===== config.mk =====
export PLATFORM = sky130hd
export DESIGN_NAME = nvs_ctrl
export DESIGN_NICKNAME = d
export VERILOG_FILES = /design/src/rtl/nvs_pkg.sv /design/src/rtl/nvs_seq_detect.sv /design/src/rtl/nvs_xfer_fsm.sv /design/src/rtl/nvs_arrays.sv /design/src/rtl/nvs_ctrl.sv
export SDC_FILE = /design/constraint.sdc
export NUM_CORES = 2
export LEC_CHECK = 0
export CELL_PAD_IN_SITES_DETAIL_PLACEMENT = 2
export CELL_PAD_IN_SITES_GLOBAL_PLACEMENT = 2
export CORE_UTILIZATION = 30
export CTS_CLUSTER_DIAMETER = 120
export DETAILED_ROUTE_END_ITERATION = 10
export DONT_BUFFER_PORTS = 1
export PLACE_DENSITY = 0.51
export SYNTH_ARGS = -nofsm -noshare
export SYNTH_HDL_FRONTEND = slang
export SYNTH_SLANG_ARGS = --single-unit
export TNS_END_PERCENT = 20

===== constraint.sdc =====
create_clock -name clk -period 99.9 [get_ports clk]
set_input_delay 0 -clock clk [delete_from_list [all_inputs] [get_ports clk]]
set_output_delay 0 -clock clk [all_outputs]
set_load 0.01 [all_outputs]

===== src/rtl/nvs_pkg.sv =====
package nvs_pkg;

  typedef enum logic [1:0] {
    XF_IDLE  = 2'd0,
    XF_STORE = 2'd1,
    XF_CLEAR = 2'd2,
    XF_LOAD  = 2'd3
  } xf_state_e;

  typedef enum logic [1:0] {
    SW_NONE   = 2'd0,
    SW_STORE  = 2'd1,
    SW_RECALL = 2'd2
  } sw_cmd_e;

  typedef struct packed {
    logic store;
    logic recall;
  } xf_req_t;

endpackage


===== src/rtl/nvs_seq_detect.sv =====
module nvs_seq_detect
  import nvs_pkg::*;
#(
  parameter int ADDR_W  = 8,
  parameter int SEQ_LEN = 6,
  parameter int STEP_W  = 3,
  parameter logic [SEQ_LEN*ADDR_W-1:0] STORE_SEQ = '0,
  parameter logic [ADDR_W-1:0] RECALL_LAST = '0
) (
  input  logic              clk,
  input  logic              rst_n,
  input  logic              acc_rd,
  input  logic              acc_wr,
  input  logic [ADDR_W-1:0] addr,
  output sw_cmd_e           cmd,
  output logic [STEP_W-1:0] step
);

  localparam int LAST = SEQ_LEN - 1;

  logic [ADDR_W-1:0] want [SEQ_LEN];
  logic [STEP_W-1:0] step_q;
  logic [STEP_W-1:0] step_d;
  logic              at_last;
  logic              hit;

  for (genvar g = 0; g < SEQ_LEN; g++) begin : g_want
    assign want[g] = STORE_SEQ[g*ADDR_W +: ADDR_W];
  end

  always_comb begin
    at_last = (step_q == STEP_W'(LAST));
    hit     = acc_rd && (addr == want[step_q]);
    cmd     = SW_NONE;
    if (acc_rd && at_last) begin
      if (addr == want[LAST])        cmd = SW_STORE;
      else if (addr == RECALL_LAST)  cmd = SW_RECALL;
    end
    step_d = step_q;
    if (acc_rd || acc_wr) begin
      if (hit && !at_last) step_d = step_q + STEP_W'(1);
      else                 step_d = '0;
    end
  end

  always_ff @(posedge clk) begin
    if (!rst_n) step_q <= '0;
    else        step_q <= step_d;
  end

  assign step = step_q;

endmodule


===== src/rtl/nvs_xfer_fsm.sv =====
module nvs_xfer_fsm
  import nvs_pkg::*;
#(
  parameter int STORE_CYC  = 64,
  parameter int RECALL_CYC = 8
) (
  input  logic      clk,
  input  logic      rst_n,
  input  logic      pwr_fail,
  input  logic      pwr_good,
  input  logic      store_req_n,
  input  sw_cmd_e   sw_cmd,
  output xf_state_e state,
  output logic      busy,
  output logic      fire_store,
  output logic      fire_clear,
  output logic      fire_load
);

  localparam int CLR_CYC  = RECALL_CYC / 2;
  localparam int LOAD_CYC = RECALL_CYC - CLR_CYC;
  localparam int MAX_CYC  = (STORE_CYC > RECALL_CYC) ? STORE_CYC : RECALL_CYC;
  localparam int CNT_W    = $clog2(MAX_CYC + 1);

  xf_state_e  state_q;
  logic [CNT_W-1:0] cnt_q;
  logic       pf_q, pg_q, pin_q;
  logic       pf_edge, pg_edge, pin_edge;
  logic       cnt_zero;
  xf_req_t    req;

  always_ff @(posedge clk) begin
    if (!rst_n) begin
      pf_q  <= 1'b0;
      pg_q  <= 1'b0;
      pin_q <= 1'b1;
    end else begin
      pf_q  <= pwr_fail;
      pg_q  <= pwr_good;
      pin_q <= store_req_n;
    end
  end

  always_comb begin
    pf_edge    = pwr_fail & ~pf_q;
    pg_edge    = pwr_good & ~pg_q;
    pin_edge   = ~store_req_n & pin_q;
    req.store  = pf_edge | pin_edge | (sw_cmd == SW_STORE);
    req.recall = pg_edge | (sw_cmd == SW_RECALL);
    cnt_zero   = (cnt_q == '0);
  end

  always_ff @(posedge clk) begin
    if (!rst_n) begin
      state_q <= XF_IDLE;
      cnt_q   <= '0;
    end else begin
      unique case (state_q)
        XF_IDLE: begin
          if (req.store) begin
            state_q <= XF_STORE;
            cnt_q   <= CNT_W'(STORE_CYC - 1);
          end else if (req.recall) begin
            state_q <= XF_CLEAR;
            cnt_q   <= CNT_W'(CLR_CYC - 1);
          end
        end
        XF_STORE: begin
          if (cnt_zero) state_q <= XF_IDLE;
          else          cnt_q   <= cnt_q - CNT_W'(1);
        end
        XF_CLEAR: begin
          if (cnt_zero) begin
            state_q <= XF_LOAD;
            cnt_q   <= CNT_W'(LOAD_CYC - 1);
          end else begin
            cnt_q <= cnt_q - CNT_W'(1);
          end
        end
        XF_LOAD: begin
          if (cnt_zero) state_q <= XF_IDLE;
          else          cnt_q   <= cnt_q - CNT_W'(1);
        end
        default: state_q <= XF_IDLE;
      endcase
    end
  end

  assign state      = state_q;
  assign busy       = (state_q != XF_IDLE);
  assign fire_store = (state_q == XF_STORE) && cnt_zero;
  assign fire_clear = (state_q == XF_CLEAR) && cnt_zero;
  assign fire_load  = (state_q == XF_LOAD)  && cnt_zero;

endmodule


===== src/rtl/nvs_arrays.sv =====
module nvs_arrays #(
  parameter int ADDR_W = 8,
  parameter int DATA_W = 8
) (
  input  logic              clk,
  input  logic              wr_en,
  input  logic              rd_en,
  input  logic [ADDR_W-1:0] addr,
  input  logic [DATA_W-1:0] wdata,
  input  logic              bulk_store,
  input  logic              bulk_clear,
  input  logic              bulk_load,
  output logic [DATA_W-1:0] rdata
);

  localparam int DEPTH = 1 << ADDR_W;

  logic [DATA_W-1:0] work_q   [DEPTH];
  logic [DATA_W-1:0] shadow_q [DEPTH];
  logic [DATA_W-1:0] rdata_q;

  always_ff @(posedge clk) begin
    for (int i = 0; i < DEPTH; i++) begin
      if (bulk_clear)     work_q[i] <= '0;
      else if (bulk_load) work_q[i] <= shadow_q[i];
    end
    if (wr_en && !bulk_clear && !bulk_load) work_q[addr] <= wdata;
  end

  always_ff @(posedge clk) begin
    if (bulk_store) begin
      for (int i = 0; i < DEPTH; i++) shadow_q[i] <= work_q[i];
    end
  end

  always_ff @(posedge clk) begin
    if (rd_en) rdata_q <= work_q[addr];
  end

  assign rdata = rdata_q;

endmodule


===== src/rtl/nvs_ctrl.sv =====
module nvs_ctrl
  import nvs_pkg::*;
#(
  parameter int ADDR_W     = 8,
  parameter int DATA_W     = 8,
  parameter int SEQ_LEN    = 6,
  parameter logic [SEQ_LEN*ADDR_W-1:0] STORE_SEQ = 48'h4D963AC5710E,
  parameter logic [ADDR_W-1:0] RECALL_LAST = 8'hB2,
  parameter int STORE_CYC  = 64,
  parameter int RECALL_CYC = 8
) (
  input  logic              clk,
  input  logic              rst_n,
  input  logic              cs,
  input  logic              we,
  input  logic              oe,
  input  logic [ADDR_W-1:0] addr,
  input  logic [DATA_W-1:0] wdata,
  output logic [DATA_W-1:0] rdata,
  output logic              rdata_en,
  input  logic              pwr_fail,
  input  logic              pwr_good,
  input  logic              store_req_n,
  output logic              busy_n
);

  localparam int STEP_W = $clog2(SEQ_LEN);

  xf_state_e         xf_state;
  sw_cmd_e           sw_cmd;
  logic [STEP_W-1:0] seq_step;
  logic              busy;
  logic              acc_rd, acc_wr;
  logic              fire_store, fire_clear, fire_load;
  logic              drive_q;
  logic [DATA_W-1:0] arr_rdata;

  assign acc_wr = cs & ~busy & we;
  assign acc_rd = cs & ~busy & ~we;

  nvs_seq_detect #(
    .ADDR_W      (ADDR_W),
    .SEQ_LEN     (SEQ_LEN),
    .STEP_W      (STEP_W),
    .STORE_SEQ   (STORE_SEQ),
    .RECALL_LAST (RECALL_LAST)
  ) u_seq (
    .clk    (clk),
    .rst_n  (rst_n),
    .acc_rd (acc_rd),
    .acc_wr (acc_wr),
    .addr   (addr),
    .cmd    (sw_cmd),
    .step   (seq_step)
  );

  nvs_xfer_fsm #(
    .STORE_CYC  (STORE_CYC),
    .RECALL_CYC (RECALL_CYC)
  ) u_fsm (
    .clk         (clk),
    .rst_n       (rst_n),
    .pwr_fail    (pwr_fail),
    .pwr_good    (pwr_good),
    .store_req_n (store_req_n),
    .sw_cmd      (sw_cmd),
    .state       (xf_state),
    .busy        (busy),
    .fire_store  (fire_store),
    .fire_clear  (fire_clear),
    .fire_load   (fire_load)
  );

  nvs_arrays #(
    .ADDR_W (ADDR_W),
    .DATA_W (DATA_W)
  ) u_arr (
    .clk        (clk),
    .wr_en      (acc_wr),
    .rd_en      (acc_rd),
    .addr       (addr),
    .wdata      (wdata),
    .bulk_store (fire_store),
    .bulk_clear (fire_clear),
    .bulk_load  (fire_load),
    .rdata      (arr_rdata)
  );

  always_ff @(posedge clk) begin
    if (!rst_n) drive_q <= 1'b0;
    else        drive_q <= acc_rd & oe;
  end

  assign rdata_en = drive_q & ~busy;
  assign rdata    = rdata_en ? arr_rdata : '0;
  assign busy_n   = ~busy;

endmodule


# ---- Word-level counts from Yosys, hierarchy flattened
# Memory sizes are Yosys's and may differ from the RTL's. A register that Yosys moved wholly into a read port is not among the register bits.
# Index checks and enable logic that the tools add are counted.
dict set report word_totals {
  rom_bits 64
  reg_bits 16
  wordCells 603
  out_inout_bits 10
  input_bits 24
  mem_bits_rw 4096
  mem_count 3
}
dict set report classes {
  add_sub_neg 2
  bitwise_logic 273
  magnitude_cmp 1
  muxes 285
  n_reduce_logical 19
  eq_ne 13
}
# name depth word_bits read_ports rd_clocked_by_memory_dff wr line
set memory_table {}
lappend memory_table {u_arr.shadow_q 256 8 256 0 256 nvs_arrays.sv:19} ;# logic [DATA_W-1:0] shadow_q [DEPTH];
lappend memory_table {u_arr.work_q 256 8 257 1 256 nvs_arrays.sv:18} ;# logic [DATA_W-1:0] work_q [DEPTH];
lappend memory_table {{(no name shown)} 8 8 1 0 0 nvs_seq_detect.sv:33} ;# hit = acc_rd && (addr == want[step_q]);
# op count
set op_table {}
lappend op_table {{8-bit 2-to-1 mux} 261}
lappend op_table {{1-bit bitwise OR} 259}
lappend op_table {{7-bit 2-to-1 mux} 4}
lappend op_table {{7-bit one-hot mux with 3 select lines} 1}
lappend op_table {{2-bit 2-to-1 mux} 7}
lappend op_table {{1-bit 2-to-1 mux} 10}
lappend op_table {{1-bit AND} 8}
lappend op_table {{8-bit by 7-bit == test with 1-bit output (second input constant)} 1}
lappend op_table {{8-bit == test} 1}
lappend op_table {{8-bit == test (second input constant)} 1}
lappend op_table {{1-bit logical AND} 8}
lappend op_table {{8-bit OR reduction} 1}
lappend op_table {{7-bit zero test} 1}
lappend op_table {{7-bit by 1-bit subtractor with 7-bit output (second input constant)} 1}
lappend op_table {{2-bit == test (second input constant)} 3}
lappend op_table {{2-bit one-hot mux with 3 select lines} 1}
lappend op_table {{1-bit inverter} 5}
lappend op_table {{2-bit by 1-bit == test with 1-bit output (second input constant)} 2}
lappend op_table {{4-bit greater-or-equal comparator (second input constant)} 1}
lappend op_table {{2-bit by 1-bit inequality test with 1-bit output (second input constant)} 2}
lappend op_table {{3-bit inverter with 4-bit output} 1}
lappend op_table {{3-bit by 1-bit adder with 3-bit output (second input constant)} 1}
lappend op_table {{3-bit == test (second input constant)} 1}
lappend op_table {{1-bit zero test} 3}
lappend op_table {{other kinds (9)} 9}

# ---- Logic depth before layout (Yosys ltp)
dict set report depth {
  depth_word 11
  depth_mapped 10
}

# ---- By module
# A second synthesis with hierarchy kept.
dict set report unflattened {
  hier_cells 8570
  area_unflattened_um2 162455.8
}
# mod n_inst cells_per_inst seq_area_each_um2 area_each_um2
set modules_own_cells {}
lappend modules_own_cells {nvs_arrays 1 8423 123238.2 161195.8}
lappend modules_own_cells {nvs_xfer_fsm 1 81 240.2 725.7}
lappend modules_own_cells {nvs_seq_detect 1 51 60.1 417.9}
lappend modules_own_cells {nvs_ctrl 1 15 20.0 116.4}

# ---- Worst setup path before layout
# Ideal clock, no wire load.
dict set report synth_timing {
  path_kind {reg-to-reg}
  from {reg u_fsm.cnt_q[0]}
  to {mem u_arr.shadow_q[0][0] (enable)}
  synth_period_minus_slack_ns 90.429
  t_arrival_ns 85.897
  t_required_ns 95.367
  setup_time_ns 4.533
  path_buffers 0
  setup_slack_ns 9.471
  stages_incl_launch_ff 7
  path_cell_list {dfxtp_1 > inv_1 > ha_1 > or3b_1 > nor4_4 > nand2_1 > nor2_1}
}
# element line
set synth_rtl {}
lappend synth_rtl {{from (decl)} nvs_xfer_fsm.sv:26} ;# logic [CNT_W-1:0] cnt_q;
lappend synth_rtl {{from (signal assigned)} nvs_xfer_fsm.sv:62} ;# cnt_q <= CNT_W'(STORE_CYC - 1);
lappend synth_rtl {{from (signal assigned)} nvs_xfer_fsm.sv:65} ;# cnt_q <= CNT_W'(CLR_CYC - 1);
lappend synth_rtl {{from (signal assigned)} nvs_xfer_fsm.sv:70} ;# else cnt_q <= cnt_q - CNT_W'(1);
lappend synth_rtl {{to (decl)} nvs_arrays.sv:19}

==> impl_table.tex <==
\begin{tabular}{lr}
\hline
Metric & Value \\
\hline
\multicolumn{2}{l}{\textbf{Yosys}} \\
\quad Ys Warns & 0 \\
\quad Synth top area share & about three quarters \\
\quad Number of instances in the synthesized netlist & 8569 \\
\quad Area of the mapped netlist & 163000 um2 \\
\quad Async set or reset register ratio after synthesis & 0\% \\
\quad Most instantiated flip-flop cell in the synthesis netlist & sky130\_fd\_sc\_hd\_\_edfxtp\_1 \\
\quad Synthesized area divided by synthesized cell count & 19.0 um2 \\
\quad EDFF count, synth & 4104 \\
\quad Post-synthesis sequential element count & 4120 \\
\quad Proportion of synthesized chip area in sequential cells & roughly 76\% \\
\quad Top post-synthesis cells by area & sky130\_fd\_sc\_hd\_\_edfxtp\_1 (76\%), sky130\_fd\_sc\_hd\_\_a22o\_1 (11\%), sky130\_fd\_sc\_hd\_\_mux4\_2 (7.1\%), sky130\_fd\_sc\_hd\_\_a22oi\_1 (1.2\%), sky130\_fd\_sc\_hd\_\_clkbuf\_1 (0.95\%) \\
\quad Number of different library cells in the post-synthesis netlist & $\sim$50 \\
\quad Dominant cell type by area after synthesis & sky130\_fd\_sc\_hd\_\_edfxtp\_1 \\
\quad Post-synthesis net count & 8598 \\
\multicolumn{2}{l}{\textbf{Cells and area}} \\
\quad FF/Latch Area & around 120000 um2 \\
\quad Final layout net count & 8611 \\
\quad Area used by multi-input combinational logic & 36000 um2 \\
\quad Fillers & 52300 \\
\quad Post-route cell area & 187000 um2 \\
\quad Final Util & 34.5\% \\
\quad Layout overhead on the synthesized area & 14.4\% \\
\quad Fraction of final layout cells with drive strength greater than 1 & about 17\% \\
\multicolumn{2}{l}{\textbf{Die}} \\
\quad Initial cell density of the core & 30.1\% \\
\quad Die footprint & 546000 um2 \\
\quad Number of placed I/O pins & 34 \\
\quad Core region area & $\sim$540000 um2 \\
\quad Height of the die & 739 um \\
\quad Standard-cell row count & 270 \\
\quad Die X-Extent & 739 um \\
\multicolumn{2}{l}{\textbf{Run status}} \\
\quad Run status & complete, but fails checks \\
\quad Violated checks & max-slew violations \\
\multicolumn{2}{l}{\textbf{Power and ir drop}} \\
\quad Peak supply drop & 0.0150 mV \\
\quad Static leakage & 0.0579 uW \\
\quad Logic pwr share & 5.9\% \\
\quad Final total power & approximately 4000 uW \\
\quad Clock group share of total power & 42.3\% \\
\quad Switching power summed over all nets & 955 uW \\
\quad Share of total power consumed by net switching & between 20\% and 30\% \\
\quad Flop pwr share & 51.8\% \\
\quad Power density over cell area & 21.5 nW/um2 \\
\quad Internal cell power & around 3000 uW \\
\multicolumn{2}{l}{\textbf{Drt}} \\
\quad Vias & 89200 \\
\quad Post-detailed-route count of antenna-violating nets & 0 \\
\quad Vias/cell & 5.51 \\
\quad Detailed router's first-iteration violation count & 8207 \\
\quad Met3 wire length & 24300 um \\
\quad Number of remaining DRC errors & 0 \\
\quad Length of routed met2 wiring & roughly 240000 um \\
\quad TritonRoute pass-1 iters & 6 \\
\quad Final wirelength & 520000 um \\
\quad Topmost layer with routed signal wires & met5 \\
\quad Routed wire per std cell & 32.1 um \\
\quad Routed length on met1 & 238000 um \\
\multicolumn{2}{l}{\textbf{Timing}} \\
\quad Normalized max-slew margin & -7.40\% \\
\quad Setup\_tns & 0 ns \\
\quad Minimum period implied by the final worst setup slack & 7.94 ns \\
\quad Final cycle utilization of the critical path & 7.95\% \\
\quad Achievable frequency & 126 MHz \\
\quad Setup-violating endpoint count in the final report & 0 \\
\quad Total count of max-transition violations in the final report & 51 \\
\quad Least-Margin Pin Slew & 1.61 ns \\
\quad Setup repair after global routing missed its margin & false \\
\quad Final Skew & between 0.07 and 0.08 ns \\
\quad Fin. Hold Viols & 0 \\
\multicolumn{2}{l}{\textbf{Clocking}} \\
\quad Clock input transition at the sequential cells of the worst setup and hold paths & 0.06 ns \\
\quad Deepest level of the CTS H-tree & 5 \\
\quad Clock Tree Root & sky130\_fd\_sc\_hd\_\_clkbuf\_16 \\
\quad Number of buffers added by the clock tree synthesis step & 467 \\
\quad TritonCTS clock tree & done \\
\quad Insertion delay to the later sink of the worst-skew pair & 1.04 ns \\
\quad CTS Sinks & 4120 \\
\quad Worst-case clock buffer depth & 4 \\
\multicolumn{2}{l}{\textbf{Setup path}} \\
\quad Critical Path Source Type & flip-flop \\
\quad Critical path endpoint category & flip-flop \\
\quad Cell type of the slowest stage on the worst timing path & sky130\_fd\_sc\_hd\_\_buf\_4 \\
\quad Kind of critical path & reg2reg \\
\quad Required time at the endpoint of the critical path & 100.77 ns \\
\quad Signal arrival time at the worst endpoint & roughly 8.8 ns \\
\quad Critical path's largest stage delay & 1.02 ns \\
\quad Most common cell on crit path & sky130\_fd\_sc\_hd\_\_buf\_4 \\
\quad Critical-path cell list & inv\_1, ha\_1, or3b\_1, nor4\_4, nand2\_8, nor2\_4, buf\_4, buf\_12, buf\_4, buf\_4, buf\_4, a22o\_1 \\
\quad Crit Path Max Fanout & 153 \\
\multicolumn{2}{l}{\textbf{GRT}} \\
\quad Aggregate global-route resource usage & 18.5\% \\
\quad Antenna violations before repair & 31 \\
\quad Maximum number of pins on one net before global-route repair & 519 \\
\quad Vias in the first global route & roughly 95000 \\
\quad Aggregate global routing overflow & 0 \\
\quad Global-route wire length before repair & 747000 um \\
\multicolumn{2}{l}{\textbf{Placed design}} \\
\quad GP Congestion & 0.748 \\
\quad Half-perimeter wire length after placement & 277000 um \\
\quad Port Buffer Count & 0 \\
\quad Placed cell areas & 171000 um2 \\
\multicolumn{2}{l}{\textbf{Hold path}} \\
\quad Worst min path class & in2reg \\
\multicolumn{2}{l}{\textbf{Run}} \\
\quad Max-capacitance violation count & 0 \\
\hline
\end{tabular}
power groups by stage:
stage | Clock (uW) | Combinational, uW | Sequential (uW)
final | 1700 | 238 | 2080
after global routing | 1800 | 253 | 2080
after CTS | 1740 | 242 | 2070
after detailed placement | 0 | 213 | 2110
after global placement | 0 | 208 | 2100
after floorplan | 0 | 143 | 2390
metal layers:
metal	GRT usage [%]	vias up
li1	-	36500
met1	26.2	49700
met2	30.0	2366
met3	2.42	649
met4	4.74	2
met5	0	-
state kept, by name, indices dropped and copies added (netlist names):
name / flops
drive_q: 1
u_arr.rdata: 8
u_arr.shadow_q: 2048
u_arr.work_q: 2048
u_fsm.cnt_q: 7
u_fsm.pf_q: 1
u_fsm.pg_q: 1
u_fsm.pin_q: 1
u_fsm.state: 2
u_seq.step: 3
synthesized netlist by cell type, types with 3 or more instances:
cell / n
sky130_fd_sc_hd__o41ai_2: 8
sky130_fd_sc_hd__nor2_1: 266
sky130_fd_sc_hd__clkbuf_1: 414
sky130_fd_sc_hd__nor2b_1: 7
sky130_fd_sc_hd__nand2_1: 38
sky130_fd_sc_hd__nor3_1: 8
sky130_fd_sc_hd__nand3_1: 8
sky130_fd_sc_hd__nand2b_1: 9
sky130_fd_sc_hd__and3_1: 10
sky130_fd_sc_hd__ha_1: 5
sky130_fd_sc_hd__nor4_2: 3
sky130_fd_sc_hd__buf_6: 26
sky130_fd_sc_hd__inv_1: 8
sky130_fd_sc_hd__o22a_1: 8
sky130_fd_sc_hd__o21ai_0: 255
sky130_fd_sc_hd__a22o_1: 2048
sky130_fd_sc_hd__and2_1: 7
sky130_fd_sc_hd__nor3b_1: 3
sky130_fd_sc_hd__o311a_1: 3
sky130_fd_sc_hd__buf_1: 37
sky130_fd_sc_hd__nor4_1: 25
sky130_fd_sc_hd__a21oi_1: 140
sky130_fd_sc_hd__mux4_2: 512
sky130_fd_sc_hd__o22ai_1: 3
sky130_fd_sc_hd__dfxtp_1: 16
sky130_fd_sc_hd__a22oi_1: 256
sky130_fd_sc_hd__buf_4: 119
sky130_fd_sc_hd__buf_2: 179
sky130_fd_sc_hd__edfxtp_1: 4104
sky130_fd_sc_hd__xnor2_1: 3
sky130_fd_sc_hd__or2_2: 8
sky130_fd_sc_hd__o211ai_1: 8
cells by family after synthesis:
group	after synthesis	share of synthesized area, %
AO/OA/AOI/OAI	2739	13.6
multiplexers	513	7.08
XOR/XNOR	5	0.0269
AND/OR/NAND/NOR	404	1.11
buffers and inverters	783	2.33
flip-flops	4120	75.8
adder cells (fa/ha/maj)	5	0.0384
cell usage in the layout (no fill, tap or decap), drive strengths merged, types with 14 or more instances in the layout:
cell,instances
clkbuf,595
o21ai,255
a22oi,256
mux4,512
buf,276
clkinv,214
a22o,2048
diode,14
nor4,29
a21oi,141
bufinv,35
dlygate4sd3,43
inv,17
nor2,267
dfxtp,16
edfxtp,4104
nand2,39
worst paths after layout:
check / endpoint / startpoint / slack (ns) / cells past startpoint
worst max-delay path: u_arr.work_q[232][5] / u_fsm.cnt_q[0] / 91.96 / 12
worst min-delay path: u_fsm.cnt_q[4] / store_req_n / 0.09 / 5
worst max register to register: u_arr.work_q[232][5] / u_fsm.cnt_q[0] / 91.96 / 12
worst min register to register: u_arr.shadow_q[0][358] / u_arr.work_q[44][6] / 0.41 / 0
repair_timing:
| action | 4_1_cts | 5_1_grt |
|---|---|---|
| setup buffers | 0 | 0 |
| hold buffers | 48 | 5 |
| gates resized for setup | 0 | 0 |
| endpoints found under the hold margin | 2349 | 286 |
| setup endpoints to repair | 0 | 0 |
critical path: cells and delay by family, from the launching register on:
family	cells	cell delay, ns
buf+inv	6	4.32
simple gates	4	2.14
flops	1	0.35
compound gates	1	0.28
fa+ha+maj	1	0.23
stage by stage:
| stage | hold slack, ns | setup WS, ns | cells |
|---|---|---|---|
| 2_1_floorplan | 0.0730 | 9.47 | 8569 |
| 6_report | 0.0910 | 91.96 | 16200 |
| 5_1_grt | 0.106 | 91.58 | 16200 |
| 3_5_place_dp | 0.120 | 91.98 | 15300 |
| 4_1_cts | 0.0209 | 91.92 | 16200 |
| 3_3_place_gp | 0.106 | 92.16 | 15200 |
area by class of cell:
type / count / area share (%)
multi-input combinational: 3666 / 19.3
timing repair buffer: 319 / 1.72
antenna: 14 / 0.0188
clock buffer: 595 / 6.60
sequential: 4120 / 66.2
tap: 7208 / 4.83
inverter: 8 / 0.0161
clock inverter: 265 / 1.31
Power figures use the tool's default switching activity.
